==> config.mk <==
export PLATFORM = sky130hd
export DESIGN_NAME = mii_rmii_tx_bridge
export DESIGN_NICKNAME = d
export VERILOG_FILES = /design/src/rtl/mrtx_pkg.sv /design/src/rtl/mrtx_phase.sv /design/src/rtl/mrtx_serializer.sv /design/src/rtl/mrtx_collision.sv /design/src/rtl/mii_rmii_tx_bridge.sv
export SDC_FILE = /design/constraint.sdc
export NUM_CORES = 1
export LEC_CHECK = 0
export ABC_AREA = 1
export BUFFER_PORTS_ARGS = -buffer_cell sky130_fd_sc_hd__clkbuf_2
export CAP_MARGIN = 20
export CORE_AREA = 2 2 39 41
export CTS_CLUSTER_SIZE = 40
export DETAILED_ROUTE_END_ITERATION = 7
export DIE_AREA = 0 0 41 43
export GPL_TIMING_DRIVEN = 0
export HOLD_SLACK_MARGIN = 0.03
export SYNTH_ARGS = -nofsm -noshare
export SYNTH_HDL_FRONTEND = slang
export SYNTH_SLANG_ARGS = --single-unit
==> constraint.sdc <==
create_clock -name ref_clk -period 0.9 [get_ports ref_clk]
set_input_delay 0.045 -clock ref_clk [delete_from_list [all_inputs] [get_ports ref_clk]]
set_output_delay 0.045 -clock ref_clk [all_outputs]
set_load 0.01 [all_outputs]
==> src/rtl/mrtx_pkg.sv <==
package mrtx_pkg;

  // One nibble as seen on the MAC side at the capture point
  typedef struct packed {
    logic       en;
    logic       er;
    logic [3:0] d;
  } mac_nib_t;

  localparam logic [1:0] LINE_IDLE = 2'b00;
  localparam logic [1:0] LINE_ERR  = 2'b01;

  // Dibit placed on the line for one half of a nibble (upper = bits [3:2])
  function automatic logic [1:0] line_dibit(mac_nib_t n, logic upper);
    logic [1:0] r;
    if (!n.en)      r = LINE_IDLE;
    else if (n.er)  r = LINE_ERR;
    else if (upper) r = n.d[3:2];
    else            r = n.d[1:0];
    return r;
  endfunction

  // Reference clocks per dibit for a given rate selection
  function automatic int unsigned dibit_cycles(bit fast, int unsigned slow_rep);
    return fast ? 1 : slow_rep;
  endfunction

endpackage

==> src/rtl/mrtx_phase.sv <==
module mrtx_phase #(
  parameter int unsigned DIB_LEN = 1
) (
  input  logic ref_clk,
  input  logic rst_n,
  output logic mac_tx_clk,
  output logic sample_stb,
  output logic mid_stb
);
  localparam int unsigned NIB_LEN = 2 * DIB_LEN;
  localparam int unsigned PW      = (NIB_LEN > 1) ? $clog2(NIB_LEN) : 1;
  localparam logic [PW-1:0] NIB_LAST = PW'(NIB_LEN - 1);
  localparam logic [PW-1:0] DIB_LAST = PW'(DIB_LEN - 1);

  logic [PW-1:0] ph;

  always_ff @(posedge ref_clk) begin
    if (!rst_n)             ph <= '0;
    else if (ph == NIB_LAST) ph <= '0;
    else                    ph <= ph + 1'b1;
  end

  assign mac_tx_clk = (ph <= DIB_LAST);
  assign sample_stb = (ph == NIB_LAST);
  assign mid_stb    = (ph == DIB_LAST);

  // clock edges line up with the nibble and dibit strobes
  a_r1_rise_on_capture: assert property (@(posedge ref_clk) disable iff (!rst_n)
    $rose(mac_tx_clk) |-> $past(sample_stb));
  a_r1_fall_on_mid: assert property (@(posedge ref_clk) disable iff (!rst_n)
    $fell(mac_tx_clk) |-> $past(mid_stb));
  a_r4_strobes_apart: assert property (@(posedge ref_clk) disable iff (!rst_n)
    $onehot0({sample_stb, mid_stb}));

endmodule

==> src/rtl/mrtx_serializer.sv <==
module mrtx_serializer
  import mrtx_pkg::*;
(
  input  logic       ref_clk,
  input  logic       rst_n,
  input  logic       sample_stb,
  input  logic       mid_stb,
  input  logic       mac_tx_en,
  input  logic       mac_tx_er,
  input  logic [3:0] mac_txd,
  output logic [1:0] phy_txd,
  output logic       phy_tx_en
);
  mac_nib_t cur_nib;
  mac_nib_t held_nib;

  assign cur_nib = '{en: mac_tx_en, er: mac_tx_er, d: mac_txd};

  always_ff @(posedge ref_clk) begin
    if (!rst_n) begin
      held_nib  <= '0;
      phy_txd   <= LINE_IDLE;
      phy_tx_en <= 1'b0;
    end else if (sample_stb) begin
      held_nib  <= cur_nib;
      phy_tx_en <= cur_nib.en;
      phy_txd   <= line_dibit(cur_nib, 1'b0);
    end else if (mid_stb) begin
      phy_txd   <= line_dibit(held_nib, 1'b1);
    end
  end

  // idle line carries zeros
  a_r6_idle_zero: assert property (@(posedge ref_clk) disable iff (!rst_n)
    !phy_tx_en |-> (phy_txd == LINE_IDLE));
  // enable moves only at a nibble boundary
  a_r5_en_on_boundary: assert property (@(posedge ref_clk) disable iff (!rst_n)
    (phy_tx_en != $past(phy_tx_en)) |-> $past(sample_stb));
  // line data moves only at a dibit boundary
  a_r4_hold_dibit: assert property (@(posedge ref_clk) disable iff (!rst_n)
    !$stable(phy_txd) |-> $past(sample_stb || mid_stb));
  // errored nibble shows the error code
  a_r7_error_code: assert property (@(posedge ref_clk) disable iff (!rst_n)
    $past(sample_stb && mac_tx_en && mac_tx_er) |-> (phy_txd == LINE_ERR));

endmodule

==> src/rtl/mrtx_collision.sv <==
module mrtx_collision (
  input  logic tx_active,
  input  logic rx_carrier,
  output logic mac_col
);
  assign mac_col = tx_active & rx_carrier;
endmodule

==> src/rtl/mii_rmii_tx_bridge.sv <==
module mii_rmii_tx_bridge
  import mrtx_pkg::*;
#(
  parameter bit          FAST_MODE   = 1'b1,
  parameter int unsigned SLOW_REPEAT = 10
) (
  input  logic       ref_clk,
  input  logic       rst_n,
  input  logic       mac_tx_en,
  input  logic       mac_tx_er,
  input  logic [3:0] mac_txd,
  input  logic       rx_carrier,
  output logic       mac_tx_clk,
  output logic       mac_col,
  output logic [1:0] phy_txd,
  output logic       phy_tx_en
);
  localparam int unsigned DIB_LEN = dibit_cycles(FAST_MODE, SLOW_REPEAT);

  logic sample_stb;
  logic mid_stb;

  mrtx_phase #(.DIB_LEN(DIB_LEN)) u_phase (
    .ref_clk    (ref_clk),
    .rst_n      (rst_n),
    .mac_tx_clk (mac_tx_clk),
    .sample_stb (sample_stb),
    .mid_stb    (mid_stb)
  );

  mrtx_serializer u_ser (
    .ref_clk    (ref_clk),
    .rst_n      (rst_n),
    .sample_stb (sample_stb),
    .mid_stb    (mid_stb),
    .mac_tx_en  (mac_tx_en),
    .mac_tx_er  (mac_tx_er),
    .mac_txd    (mac_txd),
    .phy_txd    (phy_txd),
    .phy_tx_en  (phy_tx_en)
  );

  mrtx_collision u_col (
    .tx_active  (phy_tx_en),
    .rx_carrier (rx_carrier),
    .mac_col    (mac_col)
  );

  // collision only while transmitting
  a_r8_col_needs_tx: assert property (@(posedge ref_clk) disable iff (!rst_n)
    mac_col |-> phy_tx_en);

endmodule

## After elaboration in Yosys (flattened, before gate mapping)

Cells that the tools add are included.

- Word-level logic and storage cells: 15
- Flip-flop bits (word level): 9

- Bitwise logic cells: 2
- Add/subtract/negate cells: 1
- Magnitude comparators: 1
- Reduce and logical (&&, ||, !) cells: 1
- Multiplexer cells: 5

Operators with widths:

| kind | count |
|---|---|
| 2-bit two-way mux | 5 |
| 2-bit OR reduction | 1 |
| 1-bit adder, second input constant | 1 |
| 1-bit bitwise AND | 1 |
| 1-bit <= comparator, second input constant | 1 |
| 1-bit inverter | 1 |

## Longest topological paths before layout

- Depth in word-level cells: 3
- Depth in mapped cells: 5
- Depth with buffers taken out: 5

## Modules after synthesis

From an unflattened synthesis, not the netlist that was laid out.

- Cells, all modules: 55
- Area, all modules: 349.1 um2

Modules (own cells, without submodules):

| module | cells an instance | area each (um2) | instances |
|---|---|---|---|
| mrtx_serializer | 48 | 300.3 | 1 |
| mrtx_phase | 5 | 41.3 | 1 |
| mrtx_collision | 2 | 7.5 | 1 |

## Least setup slack after synthesis

Ideal clock, no wire load.

- Path kind: register to register
- Start: register u_phase.ph, in the netlist u_phase.sample_stb
- End: register u_ser.phy_txd[0]
- Slack: 0.089 ns
- Arrival: 0.694 ns
- Setup time: 0.117 ns
- Path buffers: 0
- Data required time: 0.783 ns
- Stages on the path, launching flop included: 6
- Clock period less this slack: 0.811 ns
- Path through: dfxtp_1 -> inv_2 -> nand2_1 -> nor2_1 -> nor2_1 -> nor2_1

- Word-level cells in the longest chain between the ends: 1

RTL lines:

| what | RTL line | source |
|---|---|---|
| start, declared | mrtx_phase.sv:15 | `logic [PW-1:0] ph;` |
| start signal, assigned | mrtx_phase.sv:20 | `else ph <= ph + 1'b1;` |
| 2-bit two-way mux | mrtx_serializer.sv:24 | `end else if (sample_stb) begin` |
| end signal, assigned | mrtx_serializer.sv:27 | `phy_txd <= line_dibit(cur_nib, 1'b0);` |
| end signal, assigned | mrtx_serializer.sv:29 | `phy_txd <= line_dibit(held_nib, 1'b1);` |
| end, declared | mrtx_serializer.sv:11 | `output logic [1:0] phy_txd,` |

No other way between the ends.
A chain may end at the register's enable or synchronous reset.

## Worst setup path in the final report

- Start: register u_phase.ph, in the netlist u_phase.sample_stb
- End: output mac_tx_clk

- Word-level cells in the longest chain between the ends: 1

RTL lines:

| what | RTL line | source |
|---|---|---|
| 1-bit <= comparator | mrtx_phase.sv:23 | `assign mac_tx_clk = (ph <= DIB_LAST);` |
| end, declared | mii_rmii_tx_bridge.sv:13 | `output logic mac_tx_clk,` |

No other way between the ends.

==> results.md <==
Outcome:
- The run finished with clean final reports.

Floorplanning:
- The floorplan die height is 43 µm.
- The die covers 0.001763 mm².
- The core region is 0.001384 mm².
- The number of placement rows is 14.
- The I/O pin count is 14.
- The starting density of the core is 19.71%.
- The width of the chip is 41 µm.

Layout:
- The antenna diode count is 0.
- Fill cells in the final layout number 168.
- The storage element area is 145.1 µm².
- The combined area of the multi-input logic cells is 113.9 µm².
- The finished layout holds 73 standard cells, fillers aside.
- The post-route netlist has 40.35% of its cells at a drive strength greater than 1.
- The layout overhead on the synthesized area is 55.96%.
- After the last flow step, the layout net total stands at 67.

Pwr:
- The sequential fraction of design power is 47.7%.
- In this run the power spent charging and discharging nets is 172.9 µW.
- The areal power density over the cells is 1691 mW/mm².
- The share of total power dissipated in combinational logic is 13.1%.
- The relative contribution of the clock network to total power is 39.3%.
- The internal power consumption is 546.5 µW.
- The peak supply drop is 0.4361 mV.
- Summed over all cells, the static leakage comes to 0.0002205 µW.
- The switching fraction of total power is 24.03%.

STA:
- For the finished layout, the period the worst path requires is 842.8 ps.
- Summed over all failing endpoints, the final setup total negative slack is 0 ps.
- Setup violations remaining at the end of the flow were counted as 0.
- Between clock sinks in the finished design, the worst skew comes to 0.3716 ps.
- The hold violation count in the final report is 0.
- The max-slew violation count came to 0.
- After layout, the worst setup slack is 57.19 ps.
- Measured against its own limit, the worst slew margin works out to 88.48%.
- The fmax is 1187 MHz.
- Setup repair after global routing left no endpoint under its margin.
- In the finished design, the share of the clock period the worst path needs comes to 93.65%.
- The slew at the pin with the worst max-slew slack is 172.6 ps.

Clocking:
- The number of clock buffers added by TritonCTS is 3.
- Clock latency on the worst-skew pair, taken at its later pin, is 250 ps.
- The CTS H-tree depth is 1.
- TritonCTS built the clock tree.
- The maximum buffer depth of the clock tree is 2.
- After clock tree synthesis, the clock-pin slew on the worst setup and hold paths is 50 ps.
- CTS saw 7 sinks.
- The cell sitting at the root of the clock tree is a sky130_fd_sc_hd__clkbuf_4.

Yosys:
- The synthesized netlist occupies a cell area of 272.8 µm².
- The number of cells produced by synthesis is 37.
- Counting flops with an async set or reset pin after synthesis yields a share of 0%.
- The register area share after synthesis is 51.38%.
- In this run the mean area of a mapped cell was 7.372 µm².
- The most common cell in the synthesized netlist is sky130_fd_sc_hd__nor2_1.
- The number of library cell types mapped by synthesis is 11.
- Ranked by total cell area, the synthesized netlist is headed by sky130_fd_sc_hd__dfxtp_1, sky130_fd_sc_hd__nor2_1, sky130_fd_sc_hd__nand2_1.
- The Yosys step of the flow raised 0 warnings.
- By count the netlist is led by sky130_fd_sc_hd__nor2_1, sky130_fd_sc_hd__dfxtp_1, sky130_fd_sc_hd__nand2_1, sky130_fd_sc_hd__inv_1, sky130_fd_sc_hd__o21ai_0.
- The largest total area in the synthesized netlist belongs to sky130_fd_sc_hd__dfxtp_1.
- In this run, synthesis inferred 0 flip-flops with an integrated enable.
- Synthesis produced a netlist with a net count of 46.
- The most used flip-flop cell after synthesis is sky130_fd_sc_hd__dfxtp_1.
- After synthesis, the largest area contributor takes up 51.38% of total cell area.
- Counting flops and latches in the post-synthesis netlist gives 7.

Detailed routing:
- For this run, design rule violations remaining after detail routing come to 0.
- Before antenna repair, the detailed router went through 2 iterations.
- The aggregate routed wire length is 557 µm.
- The total via count after detailed routing is 285.
- The post-detailed-route wirelength per cell is 7.630 µm.
- Dividing the detail-routed via count by the number of cells gives 3.904.
- Once detail routing completed, the nets flagged for antenna violations numbered 0.
- The number of DRC markers after the initial detailed-route iteration is 5.

Critical path:
- Along the worst path, the maximum fanout reaches 6.
- The cell family contributing the most delay on the critical path is flip-flops.
- The data arrival time of the worst path is 800 ps.
- The type of the setup path with the least slack is reg -> out.
- The delay of the slowest cell on the worst path is 360 ps.
- The slowest stage of the critical path is the sky130_fd_sc_hd__dfxtp_4 cell.
- STA classifies the critical path endpoint as a primary output.
- The critical path contains buffers and inverters numbering 2 combined.
- The critical path startpoint category is a flop.
- The critical path goes through inv_4 > buf_6.
- The worst path required time is 850 ps.

Global route:
- The via count of the first global-routing pass was 247.
- The number of antenna violations at the first check in global routing is 0.
- The first global-routing pass estimated 883 µm of wire.
- The total overflow left after global routing is 0.
- The pin count of the biggest net entering global routing is 7.
- The all-layer global routing usage is 7.831%.

Job:
- The max-capacitance violation count is 0.

Placement:
- Detailed placement finished with a half-perimeter wire length of 446.2 µm.
- Routability-driven placement finished with a final weighted congestion of 0.6517.
- The number of buffers added on ports is 13.
- Prior to clock tree synthesis, the placed netlist has a worst setup slack of 27.94 ps.
- Including well taps, the total number of placed cells is 66.

Worst hold path:
- The worst min-delay path class is in -> reg.
-- logic make-up after synthesis --
family	share of synthesized area, %
DFF	51.37
and+or+nand+nor	33.03
buffers and inverters	6.878
AOI/OAI and AO/OA	8.715
-- power groups by stage --
stage / registers [µW] / logic [µW] / clock network (µW)
after floorplan: 349 / 41.8 / 0
after global placement: 348 / 78.9 / 0
after detailed placement: 349 / 79.7 / 0
after CTS: 345 / 87.6 / 297
after global routing: 345 / 107 / 303
final: 343 / 94.2 / 282
-- sequential cells by signal, summed over array words and instances (netlist names) --
register            count
u_ser.held_nib          3
u_ser.phy_txd           2
u_phase.sample_stb      1
u_ser.phy_tx_en         1
-- placed cells by master, fill, tap and decap left out, types with 2 or more instances in the layout --
cell	instances
sky130_fd_sc_hd__o21ai_0	2
sky130_fd_sc_hd__inv_1	4
sky130_fd_sc_hd__clkbuf_2	12
sky130_fd_sc_hd__nor2_1	12
sky130_fd_sc_hd__dlygate4sd3_1	2
sky130_fd_sc_hd__dfxtp_1	5
sky130_fd_sc_hd__nand2_1	6
sky130_fd_sc_hd__clkbuf_4	3
-- through the flow --
stage / cell area [µm²] / total power, µW / utilization [%] / hold WS (ps)
CTS: 409.1 / 730.0 / 29.57 / 36.66
global placement: 357.8 / 426.9 / 25.86 / 273.9
detailed placement: 357.8 / 428.7 / 25.86 / 280.1
floorplan: 272.8 / 390.4 / - / 179.9
finish: 425.4 / 719.4 / 30.74 / 36.89
global route: 425.4 / 755.3 / 30.74 / 54.71
-- routing by layer --
metal	vias to the layer above	part of all wire, %	track usage, %
li1	153	-	-
met4	0	1.4	10.00
met2	9	48	10.94
met5	-	0	0
met1	121	45	8.039
met3	2	5.0	1.571
-- area by class of cell --
cell class,instances,area share (%)
multi-input cells,25,26.76
flip-flops and latches,7,34.12
inverters,5,5.000
repair buffers,16,23.24
well taps,16,4.706
clock buffers,4,6.176
-- timing repair --
| action | in CTS | in global routing |
|---|---|---|
| gates resized for setup | 3 | 3 |
| hold buffers | 2 | 0 |
| endpoints found under the hold margin | 1 | 0 |
| buffers inserted | 0 | 1 |
| setup endpoints to repair | 2 | 2 |
-- worst reg2reg max path, cell delays in order, from the launching register on --
cell and delay, ps:
sky130_fd_sc_hd__dfxtp_2 320, sky130_fd_sc_hd__buf_4 130, sky130_fd_sc_hd__nand2_1 70, sky130_fd_sc_hd__nor2_1 40
sky130_fd_sc_hd__nor2_1 80, sky130_fd_sc_hd__nor2_1 40
-- path summary, 6_finish.rpt --
check	start	end	slack (ps)	cells after the start
max	u_phase.sample_stb	mac_tx_clk	60	2
min	mac_txd[2]	u_ser.held_nib[2]	40	3
max reg2reg	u_ser.phy_tx_en	u_ser.phy_txd[0]	110	5
min reg2reg	u_phase.sample_stb	u_phase.sample_stb	460	1
Note: power is estimated with default switching activity, not from simulation.
